===== src/rtl/paper_jam_pkg.sv =====
package paper_jam_pkg;
  // Strobes from control to datapath for the alarm flip-flop
  typedef struct packed {
    logic setAlarm;
    logic clearAlarm;
  } latchCmd_t;
endpackage


===== src/rtl/input_conditioner.sv =====
module input_conditioner #(
  parameter int STABLE_CYCLES = 16
) (
  input  logic clk,
  input  logic rst,
  input  logic rawIn,
  output logic cleanOut
);
  localparam int CW = $clog2(STABLE_CYCLES + 1);
  localparam logic [CW-1:0] LAST = CW'(STABLE_CYCLES - 1);

  logic syncA, syncB;
  logic level;
  logic [CW-1:0] stableCnt;

  // two-stage synchroniser
  always_ff @(posedge clk) begin
    if (rst) begin
      syncA <= 1'b0;
      syncB <= 1'b0;
    end else begin
      syncA <= rawIn;
      syncB <= syncA;
    end
  end

  // accept a new level after STABLE_CYCLES consecutive differing samples
  always_ff @(posedge clk) begin
    if (rst) begin
      level     <= 1'b0;
      stableCnt <= '0;
    end else if (syncB != level) begin
      if (stableCnt == LAST) begin
        level     <= syncB;
        stableCnt <= '0;
      end else begin
        stableCnt <= stableCnt + 1'b1;
      end
    end else begin
      stableCnt <= '0;
    end
  end

  assign cleanOut = level;
endmodule


===== src/rtl/jam_datapath.sv =====
module jam_datapath
  import paper_jam_pkg::*;
#(
  parameter int NUM_SENSORS   = 3,
  parameter int STABLE_CYCLES = 16
) (
  input  logic                   clk,
  input  logic                   rst,
  input  logic [NUM_SENSORS-1:0] sensorIn,
  input  logic                   clearBtn,
  input  latchCmd_t              cmd,
  output logic                   jamNow,
  output logic                   clearLevel,
  output logic                   alarmQ
);
  localparam int PAIRS = NUM_SENSORS - 1;

  logic [NUM_SENSORS-1:0] sensorClean;
  logic [PAIRS-1:0]       pairHit;

  for (genvar i = 0; i < NUM_SENSORS; i++) begin : g_sens
    input_conditioner #(.STABLE_CYCLES(STABLE_CYCLES)) u_cond (
      .clk(clk), .rst(rst), .rawIn(sensorIn[i]), .cleanOut(sensorClean[i])
    );
  end

  input_conditioner #(.STABLE_CYCLES(STABLE_CYCLES)) u_clearCond (
    .clk(clk), .rst(rst), .rawIn(clearBtn), .cleanOut(clearLevel)
  );

  // only neighbouring sensors form a jam pair
  for (genvar p = 0; p < PAIRS; p++) begin : g_pair
    assign pairHit[p] = sensorClean[p] & sensorClean[p+1];
  end

  assign jamNow = |pairHit;

  // alarm flip-flop: set over clear
  always_ff @(posedge clk) begin
    if (rst)                 alarmQ <= 1'b0;
    else if (cmd.setAlarm)   alarmQ <= 1'b1;
    else if (cmd.clearAlarm) alarmQ <= 1'b0;
  end
endmodule


===== src/rtl/jam_control.sv =====
module jam_control
  import paper_jam_pkg::*;
(
  input  logic      jamNow,
  input  logic      clearLevel,
  input  logic      alarmQ,
  output latchCmd_t cmd,
  output logic      motorEnable,
  output logic      motorDirFwd,
  output logic      motorDirRev
);
  always_comb begin
    cmd.setAlarm   = jamNow;
    cmd.clearAlarm = clearLevel & ~jamNow;
  end

  always_comb begin
    motorEnable = ~alarmQ;
    motorDirFwd = ~alarmQ;
    motorDirRev = 1'b0;
  end
endmodule


===== src/rtl/paper_jam_guard.sv =====
module paper_jam_guard
  import paper_jam_pkg::*;
#(
  parameter int NUM_SENSORS   = 3,
  parameter int STABLE_CYCLES = 16
) (
  input  logic                   clk,
  input  logic                   rst,
  input  logic [NUM_SENSORS-1:0] sensorIn,
  input  logic                   clearBtn,
  output logic                   jamLive,
  output logic                   alarmLed,
  output logic                   alarmBuzzer,
  output logic                   motorEnable,
  output logic                   motorDirFwd,
  output logic                   motorDirRev
);
  latchCmd_t cmd;
  logic jamNow, clearLevel, alarmQ;

  jam_datapath #(.NUM_SENSORS(NUM_SENSORS), .STABLE_CYCLES(STABLE_CYCLES)) u_dp (
    .clk(clk), .rst(rst), .sensorIn(sensorIn), .clearBtn(clearBtn),
    .cmd(cmd), .jamNow(jamNow), .clearLevel(clearLevel), .alarmQ(alarmQ)
  );

  jam_control u_ctl (
    .jamNow(jamNow), .clearLevel(clearLevel), .alarmQ(alarmQ), .cmd(cmd),
    .motorEnable(motorEnable), .motorDirFwd(motorDirFwd), .motorDirRev(motorDirRev)
  );

  assign jamLive     = jamNow;
  assign alarmLed    = alarmQ;
  assign alarmBuzzer = alarmQ;
endmodule


===== config.mk =====
export PLATFORM = sky130hd
export DESIGN_NAME = paper_jam_guard
export DESIGN_NICKNAME = d
export VERILOG_FILES = /design/src/rtl/paper_jam_pkg.sv /design/src/rtl/input_conditioner.sv /design/src/rtl/jam_datapath.sv /design/src/rtl/jam_control.sv /design/src/rtl/paper_jam_guard.sv
export SDC_FILE = /design/constraint.sdc
export NUM_CORES = 1
export LEC_CHECK = 0
export BUFFER_PORTS_ARGS = -buffer_cell sky130_fd_sc_hd__buf_2
export CAP_MARGIN = 20
export CELL_PAD_IN_SITES_DETAIL_PLACEMENT = 1
export CELL_PAD_IN_SITES_GLOBAL_PLACEMENT = 1
export CORE_MARGIN = 8
export CORE_UTILIZATION = 44
export DETAILED_ROUTE_END_ITERATION = 6
export GPL_ROUTABILITY_DRIVEN = 0
export GPL_TIMING_DRIVEN = 0
export PLACE_DENSITY = 0.86
export REMOVE_ABC_BUFFERS = 1
export SLEW_MARGIN = 20
export SYNTH_ARGS = -nofsm -noshare
export SYNTH_HDL_FRONTEND = slang
export SYNTH_HIERARCHICAL = 1
export SYNTH_SLANG_ARGS = --single-unit

===== constraint.sdc =====
create_clock -name clk -period 2 [get_ports clk]
set_input_delay 0.4 -clock clk [delete_from_list [all_inputs] [get_ports clk]]
set_output_delay 0.4 -clock clk [all_outputs]
set_load 0.02 [all_outputs]

==> implementation parameters <==
Parameter                              Value

Timing
  RSZ-0062 raised after global routing    false
  Post-route clock period utilization    0.7858
  Worst setup slack after layout    0.4284 ns
  Minimum clock period    1.572 ns
  Number of pins with negative max-slew slack in the final report    0
  Highest Clock Rate    0.6363 GHz
  Final setup violation count    0
  Final Hold Fails    0
  TNS Setup    0 ns
  Final setup skew    0.003838 ns

Pwr
  Internal power    0.8457 mW
  Portion of total power attributed to sequential cells    0.631
  Worst vdd ir    0.0005669 V
  Share of power burned in combinational logic    0.026
  Sw Share    0.2056
  Clock share of power    0.343
  Power per Cell Area    784.2 mW/mm^2
  Net switching power    0.2189 mW
  Leakage    0.5354 nW

GRT
  Total overflow reported by the global router    0
  Combined global-route utilization of all metal layers    0.09680
  Pin count of the biggest net entering global routing    18
  Vias in the first global route    872
  Global-route wire length before repair    3.753 mm
  Number of antenna violations at the first check in global routing    0

Critical path
  Crit path required time    2.26 ns
  Cell with the largest stage delay on the worst path    sky130_fd_sc_hd__or3_4
  Launching instance or port of the critical path    u_dp/u_clearCond/stableCnt[0]
  Critical path fanouts, max    5
  Critical register-to-register path startpoint    u_dp/u_clearCond/stableCnt[0]
  Reg-to-reg setup timing slack    0.43 ns
  Cell class contributing the biggest share of worst-path delay    simple AND/OR/NAND/NOR gates
  Data arrival time of the worst path    1.83 ns
  Element type at the critical path end    register
  Crit path launch type    register
  Delay of the slowest cell on the worst path    0.42 ns
  CP Cell Sequence    ha_1 -> and3_1 -> ha_1 -> or3_4 -> nor2_1
  Critical path class    reg -> reg
  Count of buffering cells on the critical path with inverters included    0
  Most common cell on crit path    sky130_fd_sc_hd__ha_1

Synth
  Sequential fraction of the synthesis area    0.5312
  Number of cells produced by synthesis    120
  Flip-flop and latch count after synthesis    33
  Synthesis Warnings    6
  Netlist area before placement    0.001244 mm^2
  Average size of a mapped cell    10.36 um^2
  Count of distinct cell types in the synthesized netlist    17

Clock tree
  Clock-pin slew of the registers on the worst-case setup and hold paths    0.09 ns
  # resized after CTS    0
  Cts-stage hold buffer count    0
  Number of levels in the clock H-tree    2
  CTS root buf    sky130_fd_sc_hd__clkbuf_4
  Insertion delay to the later sink of the worst-skew pair    0.32 ns
  Total CTS buffers    5
  Maximum root-to-sink buffer count    2
  Clock tree from TritonCTS    built
  Clock sink count    33
  Number of setup buffers added after CTS    0

Die
  Height of the die    69.17 um
  Placement Rows    19
  Starting density of the core    0.4589
  Overall die width    69.17 um
  Total core area    0.002710 mm^2
  Die ar.    0.004784 mm^2
  I/O pin total    12

Run
  Max-cap viol count    0

Routing
  Antenna violation net count after detailed routing    0
  Via count normalized by instance count    4.793
  Initial DRC count    11
  Average routed wire per standard cell    12.32 um
  Wirelength, routed    2.021 mm
  DRC Markers    0
  Number of iterations in the first detailed-routing pass    3
  DR vias    786

Place
  Minimum setup slack after placement    0.4289 ns
  DP HPWL    1.571 mm
  Port Buffer Count    10

Hold path
  Beginning of the worst hold path    sensorIn[0]
  Type of the worst min-delay path    in -> reg

Cells and area
  Area grow syn2layout    9.155%
  Share of final-layout standard cells stronger than drive strength 1    0.1654
  Nets    147
  Diodes inserted    0

Run status
  Status    finished, final reports clean
Yosys cell counts:
master,count,share of area
sky130_fd_sc_hd__nand3_1,4,0.016
sky130_fd_sc_hd__ha_1,8,0.080
sky130_fd_sc_hd__dfxtp_1,33,0.53
sky130_fd_sc_hd__and3_1,4,0.020
sky130_fd_sc_hd__nor2_1,24,0.072
sky130_fd_sc_hd__xnor2_1,8,0.056
sky130_fd_sc_hd__buf_4,4,0.024
sky130_fd_sc_hd__a21oi_2,1,0.0070
sky130_fd_sc_hd__inv_1,10,0.030
sky130_fd_sc_hd__nand2b_1,1,0.0050
sky130_fd_sc_hd__conb_1,1,0.0030
sky130_fd_sc_hd__o21a_1,1,0.0060
sky130_fd_sc_hd__nor2b_4,1,0.011
sky130_fd_sc_hd__or3_4,4,0.036
sky130_fd_sc_hd__mux2i_1,4,0.032
sky130_fd_sc_hd__xor2_1,4,0.028
sky130_fd_sc_hd__nor2b_1,8,0.040
power groups by stage:
| stage | sequential [mW] | clock, mW | combinational [mW] |
|---|---|---|---|
| floorplan | 0.686 | 0 | 0.0165 |
| global placement | 0.686 | 0 | 0.0266 |
| detailed placement | 0.687 | 0 | 0.0283 |
| CTS | 0.672 | 0.379 | 0.0284 |
| global route | 0.673 | 0.407 | 0.0324 |
| finish | 0.672 | 0.365 | 0.0279 |
metal layers:
| layer | wire, um | track usage | up-vias |
|---|---|---|---|
| met2 | 1041 | 0.1557 | 14 |
| li1 | - | - | 398 |
| met4 | 27 | 0.06834 | 0 |
| met3 | 117 | 0.05007 | 2 |
| met1 | 835 | 0.09378 | 372 |
| met5 | 0 | 0 | - |
kinds of logic after synthesis:
kind of cell / Yosys count / synth area share
AO/OA/AOI/OAI: 2 / 0.01308
flip-flops: 33 / 0.5312
AND/OR/NAND/NOR: 46 / 0.2012
adder cells (fa/ha/maj): 8 / 0.08049
multiplexers: 4 / 0.03219
buffers and inverters: 14 / 0.05433
XOR/XNOR: 12 / 0.08451
other: 1 / 0.003015
registers in the layout, indices dropped and copies added (netlist names):
name and count:
u_dp/g_sens.u_cond/stableCnt 15, u_dp/u_clearCond/stableCnt 5, u_dp/g_sens.u_cond/cleanOut 3, u_dp/g_sens.u_cond/syncA 3, u_dp/g_sens.u_cond/syncB 3, u_dp/alarmQ 1
u_dp/u_clearCond/cleanOut 1, u_dp/u_clearCond/syncA 1, u_dp/u_clearCond/syncB 1
stage by stage:
stage | utilization | power, mW | instances | hold WS (ns) | instance area (um^2)
after global routing | 0.5009 | 1.113 | 164 | 0.2695 | 1358
after global placement | 0.4806 | 0.7127 | 157 | 0.4197 | 1303
after floorplan | - | 0.7021 | 116 | 0.4138 | 1214
after CTS | 0.5009 | 1.079 | 164 | 0.2735 | 1358
final | 0.5009 | 1.065 | 164 | 0.2856 | 1358
after detailed placement | 0.4806 | 0.7157 | 157 | 0.4301 | 1303
final cells by class:
class	instances	area, um^2
repair buffers	10	50.05
clock buffers	7	55.05
flip-flops and latches	33	660.6
inverters	10	37.54
fillers	319	1353
well taps	31	38.79
multi-input cells	73	515.5
layout by cell type (no fill, tap or decap), drive strengths merged:
| master | count |
|---|---|
| nor2 | 24 |
| conb | 1 |
| nand3 | 4 |
| nor2b | 9 |
| a21oi | 1 |
| xor2 | 4 |
| xnor2 | 8 |
| and3 | 4 |
| ha | 8 |
| or3 | 4 |
| inv | 10 |
| dfxtp | 33 |
| o21a | 1 |
| nand2b | 1 |
| clkbuf | 7 |
| buf | 10 |
| mux2i | 4 |
path summary, 6_finish.rpt:
check,depth (start not counted),to
worst max-delay path,5,u_dp/u_clearCond/stableCnt[2]
worst min-delay path,2,u_dp/g_sens[0].u_cond/syncA
worst max register to register,5,u_dp/u_clearCond/stableCnt[2]
worst min register to register,1,u_dp/g_sens[2].u_cond/stableCnt[0]
Power figures use the tool's default switching activity.
